File: src/rtl/mbtx_pkg.sv
package mbtx_pkg;
  localparam int unsigned CHAR_BITS = 8;
  localparam int unsigned SLOT_BITS = CHAR_BITS + 2;

  // bit rate in Hz for each select code; unassigned codes use the fastest rate
  function automatic int unsigned rate_hz(input int unsigned code);
    case (code)
      0:       rate_hz = 9600;
      1:       rate_hz = 19200;
      2:       rate_hz = 38400;
      3:       rate_hz = 57600;
      default: rate_hz = 115200;
    endcase
  endfunction
endpackage

File: src/rtl/mbtx_rst_sync.sv
module mbtx_rst_sync (
  input  logic clk,
  input  logic rst_n,
  output logic srst_n
);
  logic meta_q;
  logic hold_q;

  always_ff @(posedge clk or negedge rst_n) begin
    if (!rst_n) begin
      meta_q <= 1'b0;
      hold_q <= 1'b0;
    end else begin
      meta_q <= 1'b1;
      hold_q <= meta_q;
    end
  end

  assign srst_n = hold_q;
endmodule

File: src/rtl/mbtx_frame_pack.sv
module mbtx_frame_pack #(
  parameter int unsigned NUM_BYTES = 5
) (
  input  logic [NUM_BYTES*mbtx_pkg::CHAR_BITS-1:0] word_i,
  output logic [NUM_BYTES*mbtx_pkg::SLOT_BITS-1:0] frame_o
);
  localparam int unsigned CB = mbtx_pkg::CHAR_BITS;
  localparam int unsigned SB = mbtx_pkg::SLOT_BITS;

  for (genvar g = 0; g < NUM_BYTES; g++) begin : g_slot
    // slot layout, first bit out at the lowest index: start, data LSB..MSB, stop
    assign frame_o[g*SB +: SB] = {1'b1, word_i[g*CB +: CB], 1'b0};
  end
endmodule

File: src/rtl/mbtx_baud_gen.sv
module mbtx_baud_gen #(
  parameter int unsigned CLK_HZ = 50_000_000,
  parameter int unsigned DIV_W  = 13
) (
  input  logic             clk,
  input  logic             rst_n,
  input  logic             load_i,
  input  logic             run_i,
  input  logic [2:0]       sel_i,
  output logic             tick_o,
  output logic [DIV_W-1:0] cnt_o,
  output logic [DIV_W-1:0] div_o
);
  localparam logic [DIV_W-1:0] DIV0 = DIV_W'(CLK_HZ / mbtx_pkg::rate_hz(0));
  localparam logic [DIV_W-1:0] DIV1 = DIV_W'(CLK_HZ / mbtx_pkg::rate_hz(1));
  localparam logic [DIV_W-1:0] DIV2 = DIV_W'(CLK_HZ / mbtx_pkg::rate_hz(2));
  localparam logic [DIV_W-1:0] DIV3 = DIV_W'(CLK_HZ / mbtx_pkg::rate_hz(3));
  localparam logic [DIV_W-1:0] DIV4 = DIV_W'(CLK_HZ / mbtx_pkg::rate_hz(4));

  logic [DIV_W-1:0] div_sel;
  logic [DIV_W-1:0] div_q, div_d;
  logic [DIV_W-1:0] cnt_q, cnt_d;

  always_comb begin
    case (sel_i)
      3'd0:    div_sel = DIV0;
      3'd1:    div_sel = DIV1;
      3'd2:    div_sel = DIV2;
      3'd3:    div_sel = DIV3;
      default: div_sel = DIV4;
    endcase
  end

  assign tick_o = run_i && (cnt_q == (div_q - DIV_W'(1)));

  always_comb begin
    div_d = div_q;
    cnt_d = cnt_q;
    if (load_i) begin
      div_d = div_sel;
      cnt_d = '0;
    end else if (run_i) begin
      cnt_d = tick_o ? '0 : cnt_q + DIV_W'(1);
    end else begin
      cnt_d = '0;
    end
  end

  always_ff @(posedge clk or negedge rst_n) begin
    if (!rst_n) begin
      div_q <= '0;
      cnt_q <= '0;
    end else begin
      div_q <= div_d;
      cnt_q <= cnt_d;
    end
  end

  assign cnt_o = cnt_q;
  assign div_o = div_q;
endmodule

File: src/rtl/mbtx_shifter.sv
module mbtx_shifter #(
  parameter int unsigned FRAME_BITS = 50,
  parameter int unsigned IDX_W      = 6
) (
  input  logic                  clk,
  input  logic                  rst_n,
  input  logic                  load_i,
  input  logic [FRAME_BITS-1:0] frame_i,
  input  logic                  tick_i,
  output logic                  line_o,
  output logic                  busy_o,
  output logic                  done_o,
  output logic [IDX_W-1:0]      idx_o
);
  logic [FRAME_BITS-1:0] sh_q, sh_d;
  logic                  busy_q, busy_d;
  logic                  done_q, done_d;
  logic [IDX_W-1:0]      idx_q, idx_d;

  always_comb begin
    sh_d   = sh_q;
    busy_d = busy_q;
    done_d = done_q;
    idx_d  = idx_q;
    if (load_i) begin
      sh_d   = frame_i;
      busy_d = 1'b1;
      done_d = 1'b0;
      idx_d  = '0;
    end else if (tick_i) begin
      sh_d = {1'b1, sh_q[FRAME_BITS-1:1]};
      if (idx_q == IDX_W'(FRAME_BITS - 1)) begin
        busy_d = 1'b0;
        done_d = 1'b1;
        idx_d  = '0;
      end else begin
        idx_d = idx_q + IDX_W'(1);
      end
    end
  end

  always_ff @(posedge clk or negedge rst_n) begin
    if (!rst_n) begin
      sh_q   <= '1;
      busy_q <= 1'b0;
      done_q <= 1'b0;
      idx_q  <= '0;
    end else begin
      sh_q   <= sh_d;
      busy_q <= busy_d;
      done_q <= done_d;
      idx_q  <= idx_d;
    end
  end

  assign line_o = sh_q[0];
  assign busy_o = busy_q;
  assign done_o = done_q;
  assign idx_o  = idx_q;
endmodule

File: src/rtl/multibyte_serial_tx.sv
module multibyte_serial_tx #(
  parameter int unsigned CLK_HZ    = 50_000_000,
  parameter int unsigned NUM_BYTES = 5
) (
  input  logic                                     clk,
  input  logic                                     rst_n,
  input  logic                                     start_i,
  input  logic [NUM_BYTES*mbtx_pkg::CHAR_BITS-1:0] word_i,
  input  logic [2:0]                               baud_sel_i,
  output logic                                     tx_o,
  output logic                                     done_o
);
  localparam int unsigned FRAME_BITS = NUM_BYTES * mbtx_pkg::SLOT_BITS;
  localparam int unsigned MAX_DIV    = CLK_HZ / mbtx_pkg::rate_hz(0);
  localparam int unsigned DIV_W      = $clog2(MAX_DIV + 1);
  localparam int unsigned IDX_W      = $clog2(FRAME_BITS);

  logic                  srst_n;
  logic                  busy;
  logic                  tick;
  logic                  accept;
  logic [FRAME_BITS-1:0] frame;
  logic [DIV_W-1:0]      div_cnt;
  logic [DIV_W-1:0]      div_val;
  logic [IDX_W-1:0]      bit_idx;

  assign accept = start_i && !busy;

  mbtx_rst_sync u_rst (
    .clk    (clk),
    .rst_n  (rst_n),
    .srst_n (srst_n)
  );

  mbtx_frame_pack #(.NUM_BYTES(NUM_BYTES)) u_pack (
    .word_i  (word_i),
    .frame_o (frame)
  );

  mbtx_baud_gen #(.CLK_HZ(CLK_HZ), .DIV_W(DIV_W)) u_baud (
    .clk    (clk),
    .rst_n  (srst_n),
    .load_i (accept),
    .run_i  (busy),
    .sel_i  (baud_sel_i),
    .tick_o (tick),
    .cnt_o  (div_cnt),
    .div_o  (div_val)
  );

  mbtx_shifter #(.FRAME_BITS(FRAME_BITS), .IDX_W(IDX_W)) u_shift (
    .clk     (clk),
    .rst_n   (srst_n),
    .load_i  (accept),
    .frame_i (frame),
    .tick_i  (tick),
    .line_o  (tx_o),
    .busy_o  (busy),
    .done_o  (done_o),
    .idx_o   (bit_idx)
  );
endmodule

File: config.mk
export PLATFORM = sky130hd
export DESIGN_NAME = multibyte_serial_tx
export DESIGN_NICKNAME = d
export VERILOG_FILES = /design/src/rtl/mbtx_pkg.sv /design/src/rtl/mbtx_rst_sync.sv /design/src/rtl/mbtx_frame_pack.sv /design/src/rtl/mbtx_baud_gen.sv /design/src/rtl/mbtx_shifter.sv /design/src/rtl/multibyte_serial_tx.sv
export SDC_FILE = /design/constraint.sdc
export NUM_CORES = 1
export LEC_CHECK = 0
export ABC_AREA = 0
export CAP_MARGIN = 40
export CORE_UTILIZATION = 51
export DETAILED_ROUTE_END_ITERATION = 10
export PLACE_DENSITY = 0.76
export SYNTH_ARGS = -nofsm -noshare
export SYNTH_HDL_FRONTEND = slang
export SYNTH_SLANG_ARGS = --single-unit
File: constraint.sdc
create_clock -name clk -period 2.25 [get_ports clk]
set_input_delay 0.45 -clock clk [delete_from_list [all_inputs] [get_ports clk]]
set_output_delay 0.45 -clock clk [all_outputs]
set_load 0.02 [all_outputs]
# Word-level counts from Yosys, hierarchy flattened
# Index checks and enable logic that the tools add are counted.
# word_totals
regBits	86
inputBits	46
output_inout_bits	2
word_cells	38
# op_classes
add_sub_neg	3
n_eq_ne	5
n_mux	15
n_reduce_logical	7
# op_table
op	n
$mux W50	2
$pmux W13 S4	1
$mux W13	3
$mux W6	3
$add A13 B1 Y13 const B	1
$eq A13 B13 Y1	1
$sub A13 B1 Y13 const B	1
$add A6 B1 Y6 const B	1
$eq A3 B2 Y1 const B	2
$eq A6 B6 Y1 const B	1
$mux W1	6
$reduce_bool A2 Y1	2
$eq A3 B1 Y1 const B	1
$logic_not A3 Y1	1
$logic_and A1 B1 Y1	2
$reduce_and A2 Y1	1
$logic_not A1 Y1	1

# Longest topological paths before layout
# Gate-level depths: netlist of run 1.
# depth
word_depth	6
ltp_mapped	11
ltp_nobuf	8

# Cells and area by module
# A second synthesis of run 1 with hierarchy kept.
# hier_totals
cells_unflattened	495
hier_area_um2	4931.0
# by_module_without_submodules
module	n_inst	cells_each	area_each_um2	seq_area_each_um2
mbtx_shifter	1	261	2837.7	1514.0
mbtx_baud_gen	1	178	1642.8	625.6
mbtx_frame_pack	1	52	382.9	0.0
mbtx_rst_sync	1	3	53.8	50.0
multibyte_serial_tx	1	1	13.8	0.0

# Worst setup path before layout of run 1
# No wires, ideal clock.
# synth_path
path_kind	flip-flop to flip-flop
startpoint	register u_baud.div_q[1] (netlist: u_baud.div_o[1])
endpoint	register u_shift.sh_q[12]
setup_ns	0.083
arrival_ns	2.437
required_time_ns	2.167
setup_slack_ns	-0.270
stages_incl_launch_ff	10
n_path_buf	2
synth_period_minus_slack_ns	2.520
path_cell_list	dfrtp_1 > inv_1 > ha_1 > or4b_4 > nor4_4 > o311a_2 > a21oi_1 > buf_2 > buf_6 > a221o_1
# synth_via
elab_chain_cells	4
# synth_rtl
element	line_no	rtl
from (decl)	mbtx_baud_gen.sv:21	logic [DIV_W-1:0] div_q, div_d;
from (signal assigned)	mbtx_baud_gen.sv:54	div_q <= div_d;
$sub A13 B1 Y13	mbtx_baud_gen.sv:34	assign tick_o = run_i && (cnt_q == (div_q - DIV_W'(1)));
$eq A13 B13 Y1	mbtx_baud_gen.sv:34	
$logic_and A1 B1 Y1	mbtx_baud_gen.sv:34	
$reduce_bool A2 Y1 (no line)	n/a	
to (signal assigned)	mbtx_shifter.sv:44	sh_q <= '1;
to (signal assigned)	mbtx_shifter.sv:49	sh_q <= sh_d;
to (decl)	mbtx_shifter.sv:15	logic [FRAME_BITS-1:0] sh_q, sh_d;
# No other way between the ends.
# A chain may end at the register's enable or synchronous reset.

# Worst setup path in the final report of run 1
# layout_path
startpoint	register u_baud.div_q[2] (netlist: u_baud.div_o[2])
endpoint	register u_shift.sh_q[46]
# The elaborated chain is that of the path after synthesis.

==> insert_results.sql, run 1 <==
INSERT INTO impl_metrics (metric_group, metric, value, unit) VALUES
('outcome', 'status', 'finished with violations', ''),
('outcome', 'failed_checks', 'setup timing', ''),
('clock_network', 'cts-buffers-inserted', '9', ''),
('logic_synthesis', 'syn_avg_cell_area', '10.58', 'um^2'),
('setup_path', 'cpMaxStageDelayCell', 'or4b_4', ''),
('placed_design', 'finalWeightedCongestion', '0.8508', ''),
('drt', 'ant_nets', '0', ''),
('logic_synthesis', 'synth-seq-area-share', '0.5152', ''),
('logic_synthesis', 'synth_enable_flop_cells', '0', ''),
('grt', 'grt_start_max_net_pins', '52', ''),
('setup_path', 'worst_setup_path_endpoint', 'u_shift.sh_q[46]$_DFFE_PN1P_', ''),
('clock_network', 'clockRootBuffer', 'clkbuf_8', ''),
('pwr', 'power.density', '832.5', 'nW/um^2'),
('logic_synthesis', 'synth_most_common_cell', 'dfstp_2', ''),
('floorplan', 'floorplan.die_area', '8601', 'um^2'),
('logic_synthesis', 'synth.top_cells.by_area', 'dfstp_2 (31%), dfrtp_1 (21%), a221o_1 (7.9%)', ''),
('clock_network', 'ctsHtreeMaxLevel', '3', ''),
('timing', 'min_period_over_period', '1.108', ''),
('timing', 'timing.final.ws_setup', '-243.6', 'ps'),
('timing', 'clock_skew', '18.18', 'ps'),
('logic_synthesis', 'netlist_top_cells_count', 'dfstp_2 (49), dfrtp_1 (35), and2_1 (34), a221o_1 (33), nor2_1 (30)', ''),
('drt', 'routed_via_density', '5.918', ''),
('logic_synthesis', 'mappedNetlistArea', '4199', 'um^2'),
('drt', 'routed_wl', '11690', 'um'),
('drt', 'drc_errors', '0', ''),
('setup_path', 'critPathKind', 'reg2reg', ''),
('logic_synthesis', 'postSynthNetCount', '447', ''),
('floorplan', 'io_pins', '48', ''),
('logic_synthesis', 'synthDominantCellAreaShare', '0.3066', ''),
('setup_path', 'worst_path_arrival_time', '2800', 'ps'),
('logic_synthesis', 'yosysTopAreaCell', 'dfstp_2', ''),
('timing', 'rsz0062_at_grt', 'yes', ''),
('floorplan', 'die_ht', '92.74', 'um'),
('timing', 'worst_slew_pin_tran', '659.6', 'ps'),
('grt', 'global_route.overflow_total', '0', ''),
('drt', 'drt_iter0_drc', '253', ''),
('timing', 'slew_headroom', '0.5603', ''),
('clock_network', 'cts-root-to-sink-buffers', '2', ''),
('grt', 'groute.usage.overall', '0.2682', ''),
('placed_design', 'post-place-ws', '-278.4', 'ps'),
('layout', 'nets', '542', ''),
('setup_path', 'cp_max_fanout', '5', ''),
('clock_network', 'clk_pin_slew_worst_paths', '100', 'ps'),
('layout', 'diodes', '0', ''),
('setup_path', 'worstSetupStartpoint', 'u_baud.div_o[2]$_DFFE_PN0P_', ''),
('placed_design', 'placed_area', '5144', 'um^2'),
('clock_network', 'worstSkewPairLatency', '370', 'ps'),
('floorplan', 'die-width', '92.74', 'um'),
('setup_path', 'reg2reg_to', 'u_shift.sh_q[46]$_DFFE_PN1P_', ''),
('logic_synthesis', 'postSynth.topFlopCell', 'dfstp_2', ''),
('clock_network', 'clock_sink_count', '84', ''),
('logic_synthesis', 'syn_inst', '397', ''),
('timing', 'max_clock_freq', '401.0', 'MHz'),
('pwr', 'power_leakage', '2.467', 'nW'),
('floorplan', 'fp.coreArea', '7848', 'um^2'),
('setup_path', 'setup.reg_to_reg.worst_slack', '-240', 'ps'),
('timing', 'timing_max_transition_violations_final', '0', ''),
('grt', 'grt_antenna_before_repair', '0', ''),
('hold_path', 'hold_class', 'in2async', ''),
('setup_path', 'worst_setup_path_start_kind', 'flip-flop', ''),
('floorplan', 'floorplan.initialDensity', '0.5351', ''),
('logic_synthesis', 'synth.ff_latch_count', '84', ''),
('timing', 'setup_viol', '68', ''),
('floorplan', 'placementRows', '32', ''),
('timing', 'finalHoldViolCount', '0', ''),
('setup_path', 'crit_chain', 'inv_2 > ha_4 > or4b_4 > nor4_2 > a311o_1 > nand3_2 > nor4_4 > buf_6 > clkbuf_16 > a221o_1', ''),
('placed_design', 'dp_hpwl', '6998', 'um'),
('setup_path', 'critical_path.reg2reg.startpoint', 'u_baud.div_o[2]$_DFFE_PN0P_', ''),
('logic_synthesis', 'synth.distinct_cells', '49', ''),
('run', 'maxCapViolations', '0', ''),
('drt', 'drtPass1Iterations', '5', '');
worst min-delay path by stage:
stage,startpoint,slack [ps],to,cells after the start
after floorplan,rst_n,150,u_rst.meta_q$_DFF_PN0_,0
after global placement,u_rst.meta_q$_DFF_PN0_,340,u_rst.srst_n$_DFF_PN0_,0
after detailed placement,u_rst.meta_q$_DFF_PN0_,350,u_rst.srst_n$_DFF_PN0_,0
after CTS,rst_n,230,u_rst.srst_n$_DFF_PN0_,1
after global routing,rst_n,230,u_rst.srst_n$_DFF_PN0_,1
final,rst_n,240,u_rst.srst_n$_DFF_PN0_,1
state kept, by name, summed over array words and instances (netlist names):
name / count
u_shift.idx_o: 6
u_shift.busy_o: 1
u_shift.done_o: 1
u_baud.cnt_o: 13
u_shift.sh_q: 49
u_rst.srst_n: 1
u_rst.meta_q: 1
u_baud.div_o: 12
final cells by class:
cell class,count,area (um^2)
Clock buffer,10,148.9
Clock inverter,6,72.57
Fill cell,537,2063
Inverter,13,48.80
Multi-Input combinational cell,277,2111
Sequential cell,84,2167
Tap cell,102,127.6
Timing Repair Buffer,107,1109
worst max-delay path, delay by kind of cell, from the launching register on:
family,cells,cell delay [ps]
buffers and inverters,3,450
DFF,1,410
adders and majority gates,1,130
AOI/OAI and AO/OA,2,400
and+or+nand+nor,4,1030
through the flow:
step	util	setup TNS, ps	hold WS (ps)	power, W	instances
after CTS	0.7068	-10210	228.4	0.004704	593
after global routing	0.7371	-17970	227.7	0.005032	599
after global placement	0.6555	-9101	340.0	0.003352	571
after detailed placement	0.6555	-12270	347.0	0.003408	571
after floorplan	-	-9437	154.4	0.002914	397
final	0.7371	-10560	235.6	0.004816	599
placed cells by master, fill, tap and decap left out, types with 4 or more instances in the layout:
cell / netlist / routed
dfrtp_1: 35 / 34
a211oi_2: 0 / 5
nor3_1: 17 / 7
buf_4: 4 / 44
clkbuf_8: 0 / 9
or3_1: 4 / 4
buf_6: 2 / 6
nor2_1: 30 / 30
inv_1: 13 / 11
xor2_1: 20 / 19
o21ai_2: 0 / 7
a221o_1: 33 / 33
dfstp_2: 49 / 49
nor3_2: 1 / 6
xnor2_1: 11 / 11
a21oi_1: 7 / 4
nor3_4: 0 / 5
o21ai_0: 14 / 5
and2_1: 34 / 34
clkbuf_16: 0 / 6
and3_1: 11 / 10
nand3_1: 24 / 23
nand2_1: 21 / 21
clkdlybuf4s50_1: 0 / 47
routing by layer:
layer | up-vias | share of wire | track usage
met5 | - | 0 | 0
met4 | 0 | 0.020 | 0.06795
met3 | 19 | 0.054 | 0.05747
met2 | 138 | 0.48 | 0.4321
met1 | 1753 | 0.44 | 0.3691
li1 | 1635 | - | -
timing repair:
action / CTS / global route
gates resized for setup: 34 / 22
pin swaps: 8 / 45
cloned: 2 / 6
buffers inserted: 4 / 3
hold buffers: 0 / 0
endpoints found under the setup margin: 68 / 69
logic make-up (layout without fill, tap and decap cells):
kind of cell,Yosys count,count (layout),synth area share
AOI/OAI and AO/OA,83,83,0.1606
adders and majority gates,4,4,0.01192
buffers and inverters,36,136,0.04023
other,1,1,0.0008931
DFF,84,84,0.5152
muxes,1,1,0.002384
xor gates and xnor gates,31,31,0.06466
and+or+nand+nor,157,157,0.2041
power breakdown:
| part | leakage [nW] | internal, W | total [W] | switching, W |
|---|---|---|---|---|
| sequential | 0.944 | 0.00196 | 0.00229 | 0.000330 |
| clock | 0.115 | 0.000599 | 0.00122 | 0.000626 |
| combinational | 1.41 | 0.000696 | 0.00131 | 0.000609 |
| total | 2.47 | 0.00325 | 0.00482 | 0.00156 |
Note: power is estimated with default switching activity, not from simulation.
==> run 2, diff against run 1 <==
Settings changed: CORE_UTILIZATION 51 to 56, PLACE_DENSITY 0.76 to 0.8.
Clock period 2.25 ns to 2.8 ns, I/O delays scaled along.
==> run 2 against run 1 <==
  * Die area down 8.7%
  * Sequential cell count unchanged
  * The run now ends clean
  * Critical path depth up 1
  * Largest cell class unchanged
  * Critical endpoint is now u_baud.cnt_o[12]$_DFF_PN0_
  * Fmax down 7.1%
  * Setup slack better by 360 ps
  * Largest power group unchanged
==> insert_results.sql, run 2 (synthesis gave the netlist of run 1 again) <==
INSERT INTO impl_metrics (metric_group, metric, value, unit) VALUES
('outcome', 'status', 'finished, final reports clean', ''),
('setup_path', 'critPathKind', 'reg2reg', ''),
('drt', 'drt_iter0_drc', '266', ''),
('floorplan', 'fp.coreArea', '7253', 'um^2'),
('layout', 'largest-register', 'u_shift.sh_q', ''),
('grt', 'grt_start_max_net_pins', '58', ''),
('layout', 'mostFrequentLayoutCells', 'dfstp_2 (49), clkdlybuf4s50_1 (47), and2_1 (34), dfrtp_1 (34), a221o_1 (33)', ''),
('drt', 'route.vias.total', '3345', ''),
('floorplan', 'placementRows', '31', ''),
('layout', 'final_common_cell', 'dfstp_2', ''),
('grt', 'groute.usage.overall', '0.2534', ''),
('layout', 'num-fill-cells', '545', ''),
('grt', 'use_met1', '0.3474', ''),
('pwr', 'power.density', '670.5', 'nW/um^2'),
('drt', 'routed_wl', '9431', 'um'),
('clock_network', 'worstSkewPairLatency', '360', 'ps'),
('timing', 'slew_headroom', '0.5528', ''),
('clock_network', 'post-cts-setup-buffers', '0', ''),
('timing', 'timing.hold.ws', '254.3', 'ps'),
('setup_path', 'worst_r2r_path_depth', '11', ''),
('layout', 'drive_gt1_frac', '0.2110', ''),
('timing', 'clock_skew', '10.64', 'ps'),
('layout', 'post-route-cell-area', '5055', 'um^2'),
('timing', 'worst_slew_pin_tran', '665.7', 'ps'),
('pwr', 'power_leakage', '2.124', 'nW'),
('layout', 'areaGrowthSynthToFinish', '20.38', '%'),
('setup_path', 'cp_data_required_time', '3050', 'ps'),
('clock_network', 'clockRootBuffer', 'clkbuf_8', ''),
('layout', 'nets', '500', ''),
('setup_path', 'worst_path_arrival_time', '2930', 'ps'),
('grt', 'grt.busiest_layer', 'met2', ''),
('grt', 'global_route.overflow_total', '0', ''),
('clock_network', 'ctsHtreeMaxLevel', '3', ''),
('drt', 'routed_via_density', '6.038', ''),
('timing', 'max_clock_freq', '372.4', 'MHz'),
('floorplan', 'floorplan.die_area', '7848', 'um^2'),
('grt', 'grt_use_met3', '0.05224', ''),
('clock_network', 'cts-root-to-sink-buffers', '2', ''),
('timing', 'finalHoldViolCount', '0', ''),
('clock_network', 'clk_pin_slew_worst_paths', '90', 'ps'),
('run', 'maxCapViolations', '0', ''),
('grt', 'first_pass_grt_wire_length', '14990', 'um'),
('grt', 'via_count_of_the_first_global_routing_pass', '3107', ''),
('placed_design', 'dp_hpwl', '6346', 'um'),
('placed_design', 'post-place-ws', '119.6', 'ps'),
('clock_network', 'clock_sink_count', '84', ''),
('timing', 'timing.final.crit_period', '2685', 'ps'),
('setup_path', 'reg2reg_to', 'u_baud.cnt_o[12]$_DFF_PN0_', ''),
('grt', 'grt_antenna_before_repair', '0', ''),
('hold_path', 'hold_class', 'reg2async', ''),
('timing', 'timing_max_transition_violations_final', '0', ''),
('floorplan', 'die-width', '88.59', 'um'),
('timing', 'min_period_over_period', '0.9589', ''),
('timing', 'rsz0062_at_grt', 'yes', ''),
('drt', 'drc_errors', '0', ''),
('timing', 'setup_viol', '0', ''),
('setup_path', 'worst_setup_path_start_kind', 'flip-flop', ''),
('setup_path', 'critical_path.reg2reg.startpoint', 'u_baud.div_o[1]$_DFFE_PN0P_', ''),
('layout', 'diodes', '0', ''),
('floorplan', 'die_ht', '88.59', 'um'),
('clock_network', 'cts_hold_buf', '0', ''),
('clock_network', 'cts-buffers-inserted', '9', ''),
('timing', 'timing.final.ws_setup', '115.0', 'ps'),
('setup_path', 'cp_max_fanout', '6', ''),
('placed_design', 'placed_area', '4865', 'um^2'),
('pwr', 'vdd_drop_max', '495.8', 'uV'),
('layout', 'largest_reg_flops', '49', ''),
('layout', 'utilization', '0.6969', ''),
('setup_path', 'crit_path_end_kind', 'flip-flop', ''),
('drt', 'ant_nets', '0', ''),
('setup_path', 'setup.reg_to_reg.worst_slack', '120', 'ps'),
('grt', 'met2_resource_use_gr', '0.4028', ''),
('drt', 'drtPass1Iterations', '5', ''),
('placed_design', 'number_of_port_buffers', '47', ''),
('placed_design', 'finalWeightedCongestion', '0.8496', ''),
('floorplan', 'io_pins', '48', ''),
('pwr', 'design_power_total', '0.003389', 'W'),
('drt', 'routedWlPerCell', '17.02', 'um'),
('floorplan', 'floorplan.initialDensity', '0.5789', ''),
('clock_network', 'cts_tree', 'built', '');
[run 2: cell count changes in the layout (fill, tap and decap cells not counted), sizes merged]
cell and delta:
buf -37, bufinv -1, clkbuf -5, clkinv +1, clkinvlp +1, inv -1
[run 2: metrics by stage]
step / instances / setup TNS (ps)
detailed placement: 537 / 0
CTS: 553 / 0
finish: 554 / 0
global placement: 536 / 0
floorplan: 397 / 0
global route: 554 / -454.2
[run 2: layout make-up]
| cell class | count | area (um^2) | share of cell area |
|---|---|---|---|
| Clock buffer | 10 | 127.6 | 0.02525 |
| Clock inverter | 6 | 45.04 | 0.008911 |
| Inverter | 13 | 48.80 | 0.009653 |
| Multi-Input combinational cell | 277 | 1892 | 0.3743 |
| Sequential cell | 84 | 2167 | 0.4287 |
| Tap cell | 99 | 123.9 | 0.02450 |
| Timing Repair Buffer | 65 | 650.6 | 0.1287 |
[run 2: worst max-delay path by stage]
stage / from / end / depth (start not counted)
final: u_baud.div_o[1]$_DFFE_PN0P_ / u_baud.cnt_o[12]$_DFF_PN0_ / 11
after global placement: u_baud.div_o[1]$_DFFE_PN0P_ / u_shift.sh_q[31]$_DFFE_PN1P_ / 8
after global routing: u_baud.div_o[1]$_DFFE_PN0P_ / u_baud.cnt_o[2]$_DFF_PN0_ / 11
after detailed placement: u_baud.div_o[1]$_DFFE_PN0P_ / u_shift.sh_q[1]$_DFFE_PN1P_ / 8
after floorplan: u_baud.div_o[1]$_DFFE_PN0P_ / u_shift.sh_q[12]$_DFFE_PN1P_ / 9
after CTS: u_baud.div_o[1]$_DFFE_PN0P_ / u_shift.sh_q[1]$_DFFE_PN1P_ / 8
[run 2: metal layers]
| layer | up-vias | routed length [um] |
|---|---|---|
| met1 | 1672 | 4220 |
| met2 | 109 | 4602 |
| li1 | 1550 | - |
| met3 | 14 | 472 |
| met5 | - | 0 |
| met4 | 0 | 136 |
[run 2: where the power goes]
group / switching, W / internal [W] / leakage, nW
clock: 0.000461 / 0.000330 / 0.0876
sequential: 0.000246 / 0.00157 / 0.944
combinational: 0.000388 / 0.000396 / 1.09
[run 2: critical path, stage by stage, from the launching register on]
cell and delay, ps:
dfrtp_1 430, inv_1 100, ha_1 160, buf_4 130, nor3b_1 220, xnor2_1 120
nor4_2 370, nand3_1 220, buf_4 200, o31ai_2 330, buf_4 230, nor2_1 60
[run 2: repair_timing]
item                                   in CTS  in global routing
endpoints found under the hold margin       0                  0
setup endpoints to repair                   0                 18
resized for setup                           0                  6
==> run 3, diff against run 2 <==
Settings changed: ABC_AREA 0 to 1, CORE_UTILIZATION 56 to 57.
==> run 3 against run 2 <==
  * Clock-buffer cell count unchanged
  * Routed wire length up 14%
  * Critical path depth up 2
  * Total power down 7.4%
  * Combinational power down 17%
  * Final area up 7.5%
  * Synthesized cell count up 62%
  * First-iteration DRC count down 4.5%
  * Via count up 27%
  * Largest cell class unchanged
  * Largest power group unchanged
==> insert_results.sql, run 3 <==
INSERT INTO impl_metrics (metric_group, metric, value, unit) VALUES
('clock_network', 'cts-root-to-sink-buffers', '2', ''),
('floorplan', 'floorplan.initialDensity', '0.5991', ''),
('logic_synthesis', 'yosysTopAreaCell', 'dfstp_2', ''),
('logic_synthesis', 'synth-seq-area-share', '0.4578', ''),
('logic_synthesis', 'synth_most_common_cell', 'nand2_1', ''),
('logic_synthesis', 'synthDominantCellAreaShare', '0.2724', ''),
('setup_path', 'crit_chain', 'inv_2 > ha_1 > nand2_1 > nor2_1 > nand2_1 > nand2_1 > nand2_1 > nor2_1 > nand3_2 > nor2_4 > buf_4 > nand3_1 > nand3_1', ''),
('timing', 'setup_viol', '0', ''),
('drt', 'ant_nets', '0', ''),
('grt', 'grt_antenna_before_repair', '0', ''),
('logic_synthesis', 'synth.top_cells.by_area', 'dfstp_2 (27%), dfrtp_1 (19%), nand2_1 (15%)', ''),
('layout', 'diodes', '0', ''),
('logic_synthesis', 'synth_enable_flop_cells', '0', ''),
('timing', 'timing.final.crit_period', '2315', 'ps'),
('pwr', 'swShare', '0.3113', ''),
('setup_path', 'cpLargestDelayFamily', 'simple AND/OR/NAND/NOR gates', ''),
('grt', 'first_pass_grt_wire_length', '18820', 'um'),
('setup_path', 'crit_path_end_kind', 'flip-flop', ''),
('placed_design', 'number_of_port_buffers', '47', ''),
('setup_path', 'cp_common_cell', 'nand2_1', ''),
('setup_path', 'worst_path_arrival_time', '2610', 'ps'),
('timing', 'fin_setup_tns', '0', 'ps'),
('outcome', 'status', 'finished, final reports clean', ''),
('drt', 'routed_wl', '10730', 'um'),
('pwr', 'internal_power', '0.002162', 'W'),
('layout', 'seq_area', '2167', 'um^2'),
('layout', 'largest_reg_flops', '49', ''),
('timing', 'slew_headroom', '0.4773', ''),
('layout', 'final_common_cell', 'nand2_1', ''),
('timing', 'timing.hold.ws', '353.5', 'ps'),
('floorplan', 'placementRows', '32', ''),
('logic_synthesis', 'mappedNetlistArea', '4726', 'um^2'),
('floorplan', 'io_pins', '48', ''),
('grt', 'via_count_of_the_first_global_routing_pass', '4140', ''),
('logic_synthesis', 'netlist_top_cells_count', 'nand2_1 (190), nand3_1 (126), inv_1 (77), nor2_1 (59), dfstp_2 (49)', ''),
('drt', 'routedWlPerCell', '13.63', 'um'),
('floorplan', 'fp.coreArea', '7888', 'um^2'),
('layout', 'mostFrequentLayoutCells', 'nand2_1 (190), nand3_1 (126), inv_1 (77)', ''),
('logic_synthesis', 'syn_avg_cell_area', '7.350', 'um^2'),
('placed_design', 'dp_hpwl', '7400', 'um'),
('setup_path', 'cp_num_buf_inv', '2', ''),
('hold_path', 'hold_class', 'in2async', ''),
('logic_synthesis', 'synth.ff_latch_count', '84', ''),
('timing', 'worst_slew_pin_tran', '784.0', 'ps'),
('timing', 'rsz0062_at_grt', 'no', ''),
('timing', 'finalHoldViolCount', '0', ''),
('timing', 'timing_max_transition_violations_final', '0', ''),
('drt', 'drc_errors', '0', ''),
('drt', 'drtPass1Iterations', '6', ''),
('clock_network', 'cts-buffers-inserted', '9', ''),
('pwr', 'power_leakage', '2.681', 'nW'),
('floorplan', 'die-width', '93.06', 'um'),
('layout', 'post-route-cell-area', '5431', 'um^2'),
('logic_synthesis', 'synth.distinct_cells', '34', ''),
('clock_network', 'clockRootBuffer', 'clkbuf_8', ''),
('layout', 'largest-register', 'u_shift.sh_q', ''),
('clock_network', 'ctsHtreeMaxLevel', '3', ''),
('clock_network', 'cts.repair.resized', '0', ''),
('layout', 'multiInputGateArea', '2096', 'um^2'),
('floorplan', 'die_ht', '93.06', 'um'),
('logic_synthesis', 'ys_warn_count', '0', ''),
('logic_synthesis', 'asyncSetResetFlopFracSynth', '1.000', ''),
('setup_path', 'cp_data_required_time', '3100', 'ps'),
('setup_path', 'critPathKind', 'reg2reg', ''),
('clock_network', 'clock_sink_count', '84', ''),
('placed_design', 'placed_area', '5240', 'um^2'),
('grt', 'grt_start_max_net_pins', '70', ''),
('clock_network', 'cts_tree', 'built', ''),
('run', 'maxCapViolations', '0', ''),
('setup_path', 'cp_max_fanout', '29', ''),
('clock_network', 'post-cts-setup-buffers', '0', ''),
('layout', 'drive_gt1_frac', '0.1387', ''),
('pwr', 'power.combinational.fraction', '0.208', ''),
('grt', 'global_route.overflow_total', '0', ''),
('layout', 'num-fill-cells', '680', ''),
('layout', 'areaGrowthSynthToFinish', '14.93', '%'),
('setup_path', 'cpMaxStageDelayCell', 'dfrtp_1', ''),
('clock_network', 'clk_pin_slew_worst_paths', '80', 'ps'),
('pwr', 'switching_power', '0.0009775', 'W'),
('timing', 'min_period_over_period', '0.8267', ''),
('drt', 'drt_iter0_drc', '254', ''),
('grt', 'groute.usage.overall', '0.2788', ''),
('clock_network', 'worstSkewPairLatency', '360', 'ps'),
('setup_path', 'worst_setup_path_start_kind', 'flip-flop', ''),
('drt', 'route.vias.total', '4238', ''),
('layout', 'nets', '730', ''),
('placed_design', 'post-place-ws', '518.1', 'ps'),
('setup_path', 'critical_path.reg2reg.startpoint', 'u_baud.div_o[1]$_DFFE_PN0P_', ''),
('placed_design', 'finalWeightedCongestion', '1.034', ''),
('logic_synthesis', 'postSynthNetCount', '693', ''),
('clock_network', 'cts_hold_buf', '0', ''),
('logic_synthesis', 'syn_inst', '643', ''),
('pwr', 'power_frac_clock', '0.276', ''),
('logic_synthesis', 'postSynth.topFlopCell', 'dfstp_2', ''),
('timing', 'timing.final.ws_setup', '485.3', 'ps'),
('floorplan', 'floorplan.die_area', '8659', 'um^2'),
('timing', 'clock_skew', '13.65', 'ps'),
('setup_path', 'worstSetupStartpoint', 'u_baud.div_o[1]$_DFFE_PN0P_', ''),
('timing', 'max_clock_freq', '432.0', 'MHz'),
('pwr', 'power.share.sequential', '0.516', ''),
('layout', 'stdcell_count', '787', ''),
('pwr', 'power.density', '578.0', 'nW/um^2'),
('placed_design', 'placed_cells', '771', ''),
('setup_path', 'slowest_stage_delay_on_critical_path', '420', 'ps'),
('drt', 'routed_via_density', '5.385', ''),
('pwr', 'vdd_drop_max', '228.0', 'uV');
[run 3: routing by layer]
| layer | share of wire | global-route usage | vias to the layer above | wire length, um |
|---|---|---|---|---|
| li1 | - | - | 2083 | - |
| met1 | 0.43 | 0.3571 | 2001 | 4633 |
| met2 | 0.49 | 0.4688 | 128 | 5273 |
| met3 | 0.044 | 0.03740 | 26 | 477 |
| met4 | 0.032 | 0.1321 | 0 | 340 |
| met5 | 0 | 0 | - | 0 |
[run 3: worst paths after layout]
| kind | end | slack (ps) | cells after the start |
|---|---|---|---|
| max | u_shift.sh_q[19]$_DFFE_PN1P_ | 490 | 13 |
| min | u_rst.srst_n$_DFF_PN0_ | 350 | 1 |
| max reg2reg | u_shift.sh_q[19]$_DFFE_PN1P_ | 490 | 13 |
| min reg2reg | u_rst.srst_n$_DFF_PN0_ | 360 | 0 |
| max in group asynchronous | u_shift.sh_q[9]$_DFFE_PN1P_ | 1620 | 1 |
| min in group clk | u_rst.srst_n$_DFF_PN0_ | 360 | 0 |
[run 3: final cells by class]
cell class              instances  share of cell area
clock buffers                  10             0.02350
clock inverters                 6             0.01175
inverters                      83             0.05736
multi-input cells             446              0.3859
flip-flops and latches         84              0.3990
well taps                     102             0.02350
repair buffers                 56             0.09906
[run 3: stage by stage]
stage                       util  total power [W]
after CTS                 0.6886         0.003153
after floorplan                -         0.002072
after global routing      0.6886         0.003331
final                     0.6886         0.003139
after global placement    0.6643         0.002256
after detailed placement  0.6643         0.002284
[run 3: kinds of logic after synthesis]
group,share of synthesized area
AND/OR/NAND/NOR,0.3770
adder cells (fa/ha/maj),0.01059
AO/OA/AOI/OAI,0.02382
XOR/XNOR,0.02965
buffers and inverters,0.1003
other,0.0007935
flip-flops,0.4578
[run 3: power by group through the flow]
stage	clock [W]	combinational (W)	sequential (W)
6_report	0.000866	0.000653	0.00162
5_1_grt	0.000929	0.000750	0.00165
4_1_cts	0.000883	0.000649	0.00162
3_5_place_dp	0	0.000646	0.00164
3_3_place_gp	0	0.000623	0.00163
2_1_floorplan	0	0.000489	0.00158
